## config.mk

```make
export PLATFORM = sky130hd
export DESIGN_NAME = txc_coalescer
export DESIGN_NICKNAME = d
export VERILOG_FILES = /design/src/rtl/txc_pkg.sv /design/src/rtl/txc_limit_regs.sv /design/src/rtl/txc_queue_dp.sv /design/src/rtl/txc_queue_ctrl.sv /design/src/rtl/txc_coalescer.sv
export SDC_FILE = /design/constraint.sdc
export NUM_CORES = 1
export LEC_CHECK = 0
export ABC_AREA = 1
export BUFFER_PORTS_ARGS = -buffer_cell sky130_fd_sc_hd__buf_2
export CAP_MARGIN = 20
export CORE_ASPECT_RATIO = 0.75
export CORE_UTILIZATION = 65
export DETAILED_ROUTE_END_ITERATION = 6
export HOLD_SLACK_MARGIN = 0.08
export PLACE_DENSITY = 0.94
export SLEW_MARGIN = 30
export SYNTH_ARGS = -nofsm -noshare
export SYNTH_HDL_FRONTEND = slang
export SYNTH_HIERARCHICAL = 1
export SYNTH_SLANG_ARGS = --single-unit
```

## constraint.sdc

```tcl
create_clock -name clk -period 4.76 [get_ports clk]
set_clock_uncertainty 0.2 [all_clocks]
set_input_delay 1.428 -clock clk [delete_from_list [all_inputs] [get_ports clk]]
set_output_delay 1.428 -clock clk [all_outputs]
set_load 0.01 [all_outputs]
```

## src/rtl/txc_pkg.sv

```systemverilog
package txc_pkg;
  parameter int unsigned TXC_LIM_W = 8;

  // Strobes from a queue's control to its datapath
  typedef struct packed {
    logic clr;  // an update is issued this cycle: restart count and timer
    logic inc;  // a completion is counted this cycle
    logic run;  // completions are pending: let the timer advance
  } txcStrb_t;
endpackage

```

## src/rtl/txc_limit_regs.sv

```systemverilog
module txc_limit_regs #(
  parameter int unsigned NUM_Q = 4,
  parameter int unsigned LIM_W = 8,
  localparam int unsigned QW = (NUM_Q > 1) ? $clog2(NUM_Q) : 1,
  localparam int unsigned AW = QW + 1
) (
  input  logic                        clk,
  input  logic                        rstN,
  input  logic                        wrEn,
  input  logic [AW-1:0]               wrAddr,
  input  logic [LIM_W-1:0]            wrData,
  output logic [NUM_Q-1:0][LIM_W-1:0] cntLim,
  output logic [NUM_Q-1:0][LIM_W-1:0] tickLim
);
  logic [QW-1:0] wrQ;
  logic          wrSel;

  assign wrQ   = wrAddr[AW-1:1];
  assign wrSel = wrAddr[0];

  for (genvar q = 0; q < NUM_Q; q++) begin : g_q
    logic hitQ;
    assign hitQ = wrEn && (wrQ == QW'(q));

    always_ff @(posedge clk or negedge rstN) begin
      if (!rstN) begin
        cntLim[q]  <= '0;
        tickLim[q] <= '0;
      end else if (hitQ) begin
        if (wrSel) tickLim[q] <= wrData;
        else       cntLim[q]  <= wrData;
      end
    end
  end
endmodule

```

## src/rtl/txc_queue_dp.sv

```systemverilog
module txc_queue_dp
  import txc_pkg::*;
#(
  parameter int unsigned LIM_W = TXC_LIM_W
) (
  input  logic             clk,
  input  logic             rstN,
  input  txcStrb_t         strb,
  output logic [LIM_W-1:0] pendCnt,
  output logic [LIM_W-1:0] tickCnt
);
  localparam logic [LIM_W-1:0] MAXV = {LIM_W{1'b1}};

  always_ff @(posedge clk or negedge rstN) begin
    if (!rstN) begin
      pendCnt <= '0;
      tickCnt <= '0;
    end else if (strb.clr) begin
      pendCnt <= strb.inc ? LIM_W'(1) : '0;
      tickCnt <= '0;
    end else begin
      if (strb.inc && pendCnt != MAXV) pendCnt <= pendCnt + 1'b1;
      if (!strb.run)            tickCnt <= '0;
      else if (tickCnt != MAXV) tickCnt <= tickCnt + 1'b1;
    end
  end


  inc_one_chk: assert property (@(posedge clk) disable iff (!rstN)
    (!strb.clr && strb.inc && pendCnt != MAXV) |=> pendCnt == $past(pendCnt) + 1'b1);


  idle_timer_chk: assert property (@(posedge clk) disable iff (!rstN)
    (pendCnt == '0) |-> (tickCnt == '0));
endmodule

```

## src/rtl/txc_queue_ctrl.sv

```systemverilog
module txc_queue_ctrl
  import txc_pkg::*;
#(
  parameter int unsigned LIM_W = TXC_LIM_W
) (
  input  logic             clk,
  input  logic             rstN,
  input  logic             cmplStb,
  input  logic             extReq,
  input  logic [LIM_W-1:0] cntLim,
  input  logic [LIM_W-1:0] tickLim,
  input  logic [LIM_W-1:0] pendCnt,
  input  logic [LIM_W-1:0] tickCnt,
  output txcStrb_t         strb,
  output logic             updPulse
);
  logic countHit, timerHit, fire;

  assign countHit = (cntLim != '0) && (pendCnt >= cntLim);
  assign timerHit = (tickLim != '0) && (pendCnt != '0) && (tickCnt >= tickLim);
  assign fire     = countHit || timerHit || extReq;

  always_comb begin
    strb.clr = fire;
    strb.inc = cmplStb;
    strb.run = (pendCnt != '0);
  end

  always_ff @(posedge clk or negedge rstN) begin
    if (!rstN) updPulse <= 1'b0;
    else       updPulse <= fire;
  end


  count_fire_chk: assert property (@(posedge clk) disable iff (!rstN)
    (cntLim != '0 && pendCnt >= cntLim) |=> updPulse);


  ext_fire_chk: assert property (@(posedge clk) disable iff (!rstN)
    extReq |=> (updPulse && pendCnt <= LIM_W'(1)));


  clear_after_fire_chk: assert property (@(posedge clk) disable iff (!rstN)
    updPulse |-> (pendCnt <= LIM_W'(1) && tickCnt == '0));


  quiet_chk: assert property (@(posedge clk) disable iff (!rstN)
    (cntLim == '0 && tickLim == '0 && !extReq) |=> !updPulse);


  timer_fire_chk: assert property (@(posedge clk) disable iff (!rstN)
    (tickLim != '0 && pendCnt != '0 && tickCnt >= tickLim) |=> updPulse);
endmodule

```

## src/rtl/txc_coalescer.sv

```systemverilog
module txc_coalescer
  import txc_pkg::*;
#(
  parameter int unsigned NUM_Q = 4,
  parameter int unsigned LIM_W = TXC_LIM_W,
  localparam int unsigned QW = (NUM_Q > 1) ? $clog2(NUM_Q) : 1,
  localparam int unsigned AW = QW + 1
) (
  input  logic             clk,
  input  logic             rstN,
  input  logic             wrEn,
  input  logic [AW-1:0]    wrAddr,
  input  logic [LIM_W-1:0] wrData,
  input  logic [NUM_Q-1:0] cmplStb,
  input  logic [NUM_Q-1:0] extReq,
  output logic [NUM_Q-1:0] updPulse
);
  logic [NUM_Q-1:0][LIM_W-1:0] cntLim, tickLim;

  txc_limit_regs #(.NUM_Q(NUM_Q), .LIM_W(LIM_W)) u_regs (
    .clk(clk), .rstN(rstN), .wrEn(wrEn), .wrAddr(wrAddr), .wrData(wrData),
    .cntLim(cntLim), .tickLim(tickLim)
  );

  for (genvar q = 0; q < NUM_Q; q++) begin : g_queue
    txcStrb_t         strb;
    logic [LIM_W-1:0] pendCnt, tickCnt;

    txc_queue_ctrl #(.LIM_W(LIM_W)) u_ctrl (
      .clk(clk), .rstN(rstN), .cmplStb(cmplStb[q]), .extReq(extReq[q]),
      .cntLim(cntLim[q]), .tickLim(tickLim[q]),
      .pendCnt(pendCnt), .tickCnt(tickCnt),
      .strb(strb), .updPulse(updPulse[q])
    );

    txc_queue_dp #(.LIM_W(LIM_W)) u_dp (
      .clk(clk), .rstN(rstN), .strb(strb),
      .pendCnt(pendCnt), .tickCnt(tickCnt)
    );
  end
endmodule

```

==> results.json <==
{
  "status": "finished with violations",
  "violations": "DRC",
  "worstSetupStartpointType": "input pin",
  "cp_max_fo": 30,
  "yosysWarningCount": 6,
  "netlist_instances": 1198,
  "h-tree-depth": 4,
  "r2r_cells": 16,
  "power.density_nw_per_um2": 402,
  "finalCriticalPeriod_ps": 3110,
  "root_buffer": "clkbuf_16",
  "ys_seq_area_share_pct": 37.1,
  "place_area_sq_um": 9070,
  "total_power_w": 0.00390,
  "endpoint_kind": "flop",
  "fin_tns_setup_ps": 0,
  "die_w_microns": 137,
  "dp_cells": 1365,
  "ys_types": 33,
  "fp.dieH_microns": 103,
  "clk_latency_ps": 430,
  "synthToLayoutAreaGrowth_pct": 9.12,
  "core_area_sq_um": 13200,
  "clock_path_buffers": 2,
  "nets": 1307,
  "start_util_pct": 67.6,
  "nFillCells": 922,
  "synth_edf_count": 0,
  "hold_class": "reg2reg",
  "wl_mm": 22.2,
  "arrival_ps": 3210,
  "synthFlopType": "dfrtp_1",
  "drt-vias-per-instance": 5.79,
  "peakVddDrop_mv": 0.380,
  "multi_input_area_sq_um": 4730,
  "grt.overflow.total": 0,
  "path_clk_slew_ps": 60,
  "drive_gt1_share_pct": 10.9,
  "ant_nets": 0,
  "fin_ws_ps": 1650,
  "diodes": 0,
  "syn_nets": 1292,
  "drv_cap": 0,
  "first_iter_violations": 779,
  "ios": 26,
  "ys_top_cells_by_area": "dfrtp_1, nand2_1, ha_1, inv_1, nand3_1",
  "grt_pass1_wl_mm": 37.1,
  "p_leak_nw": 5.29,
  "yosys.area.top_type": "dfrtp_1",
  "pre_cts_ws_ps": 1370,
  "crit_type": "in2reg",
  "rows": 36,
  "fmax_mhz": 322,
  "synth_area_sq_um": 8890,
  "finalHoldViolCount": 0,
  "rsz0062_at_grt": "no",
  "maxSlewHeadroom_pct": 39.1,
  "synth.avg_cell_area_sq_um": 7.42,
  "hold_depth": 2,
  "fin_cells": 1397,
  "required_ps": 4860,
  "synth_top_area_share_pct": 37.1,
  "antenna_found_initial": 0,
  "cts_tree": "built",
  "wl_per_cell_microns": 15.9,
  "fin_area_sq_um": 9700,
  "worstMarginPinSlew_ps": 913,
  "fp.dieArea_sq_um": 14200,
  "grt_start_max_net_pins": 78,
  "numCtsBuffers": 17,
  "io_buffers": 25,
  "ys_ff_latch": 132,
  "grt_pass1_vias": 7898,
  "final_common_cell": "nand2_1",
  "hold_buffers": 0,
  "regArea_sq_um": 3300,
  "grt_use_total_pct": 34.1,
  "drt_first_pass_iters": 7,
  "dr_total_vias": 8086,
  "drv_slew": 0,
  "min_period_over_period_pct": 65.3,
  "synth_async_sr_flop_share_pct": 100,
  "hpwl_mm": 14.5,
  "final_cell_mix": "nand2_1, inv_1, dfrtp_1",
  "drc": 1,
  "ctsResizeCount": 0,
  "gp_congestion": 0.864,
  "clkSinkCount": 132,
  "post_cts_buffers": 0,
  "setup_violations": 0
}
-- area by class of cell --
class,instances,area share [%]
multi-input cells,861,48.8
repair buffers,27,1.51
flip-flops and latches,132,34.0
clock inverters,7,1.21
inverters,174,6.94
clock buffers,25,5.31
well taps,171,2.20
-- flip-flops by register name, summed over array words and instances (netlist names) --
register	cells
g_queue.u_dp/tickCnt	32
u_regs/cntLim	32
g_queue.u_ctrl/updPulse	4
u_regs/tickLim	32
g_queue.u_dp/pendCnt	32
-- worst max-delay path, cell delays in order --
cell,delay [ps]
buf_2,270
inv_1,740
nand3_1,470
nand2_1,210
nand2_1,80
-- cell usage after synthesis, drive strengths merged, types with 8 or more instances --
master / count
nand4: 44
inv: 170
buf: 22
clkbuf: 9
nor3: 8
xor2: 8
o21ai: 28
nand2: 408
nor4: 8
a21oi: 28
nor2: 130
ha: 72
a21o: 8
dfrtp: 132
nand3: 103
-- per-layer routing --
layer | part of all wire [%] | global-route usage [%] | vias to the layer above
li1 | - | - | 3843
met1 | 42 | 42.5 | 3746
met4 | 2.8 | 15.6 | 0
met3 | 7.8 | 6.73 | 75
met2 | 48 | 57.9 | 422
met5 | 0 | 0 | -
-- path summary, 6_finish.rpt --
check | start | end | slack (ps)
setup / recovery | wrAddr[0] | u_regs/cntLim[3] | 1650
hold / removal | u_regs/tickLim[12] | u_regs/tickLim[12] | 280
setup reg to reg | u_regs/cntLim[17] | g_queue[2].u_dp/tickCnt[1] | 1930
hold reg to reg | u_regs/tickLim[12] | u_regs/tickLim[12] | 280
max in group asynchronous | rstN | u_regs/cntLim[12] | 2660
min in group asynchronous | rstN | g_queue[1].u_ctrl/updPulse | 800
-- cells by family after synthesis --
group	count (synthesis)	synth area share [%]
and+or+nand+nor	709	37.5
buffers and inverters	205	9.62
DFF	132	37.1
AOI/OAI and AO/OA	72	4.84
adders and majority gates	72	10.1
xor gates and xnor gates	8	0.788
-- power breakdown --
group,leakage (nW),internal (W),switching [W],total (W)
registers,1.73,0.00128,0.000184,0.00147
logic,3.26,0.000342,0.000691,0.00103
clock network,0.302,0.000907,0.000499,0.00141
total,5.29,0.00253,0.00137,0.00390
-- stage by stage --
stage	hold WS [ps]	util, %
finish	276	73.8
global route	291	73.8
CTS	273	73.8
detailed placement	259	69.0
global placement	255	69.0
floorplan	242	-
No activity file was read; power rests on OpenSTA's default activity.
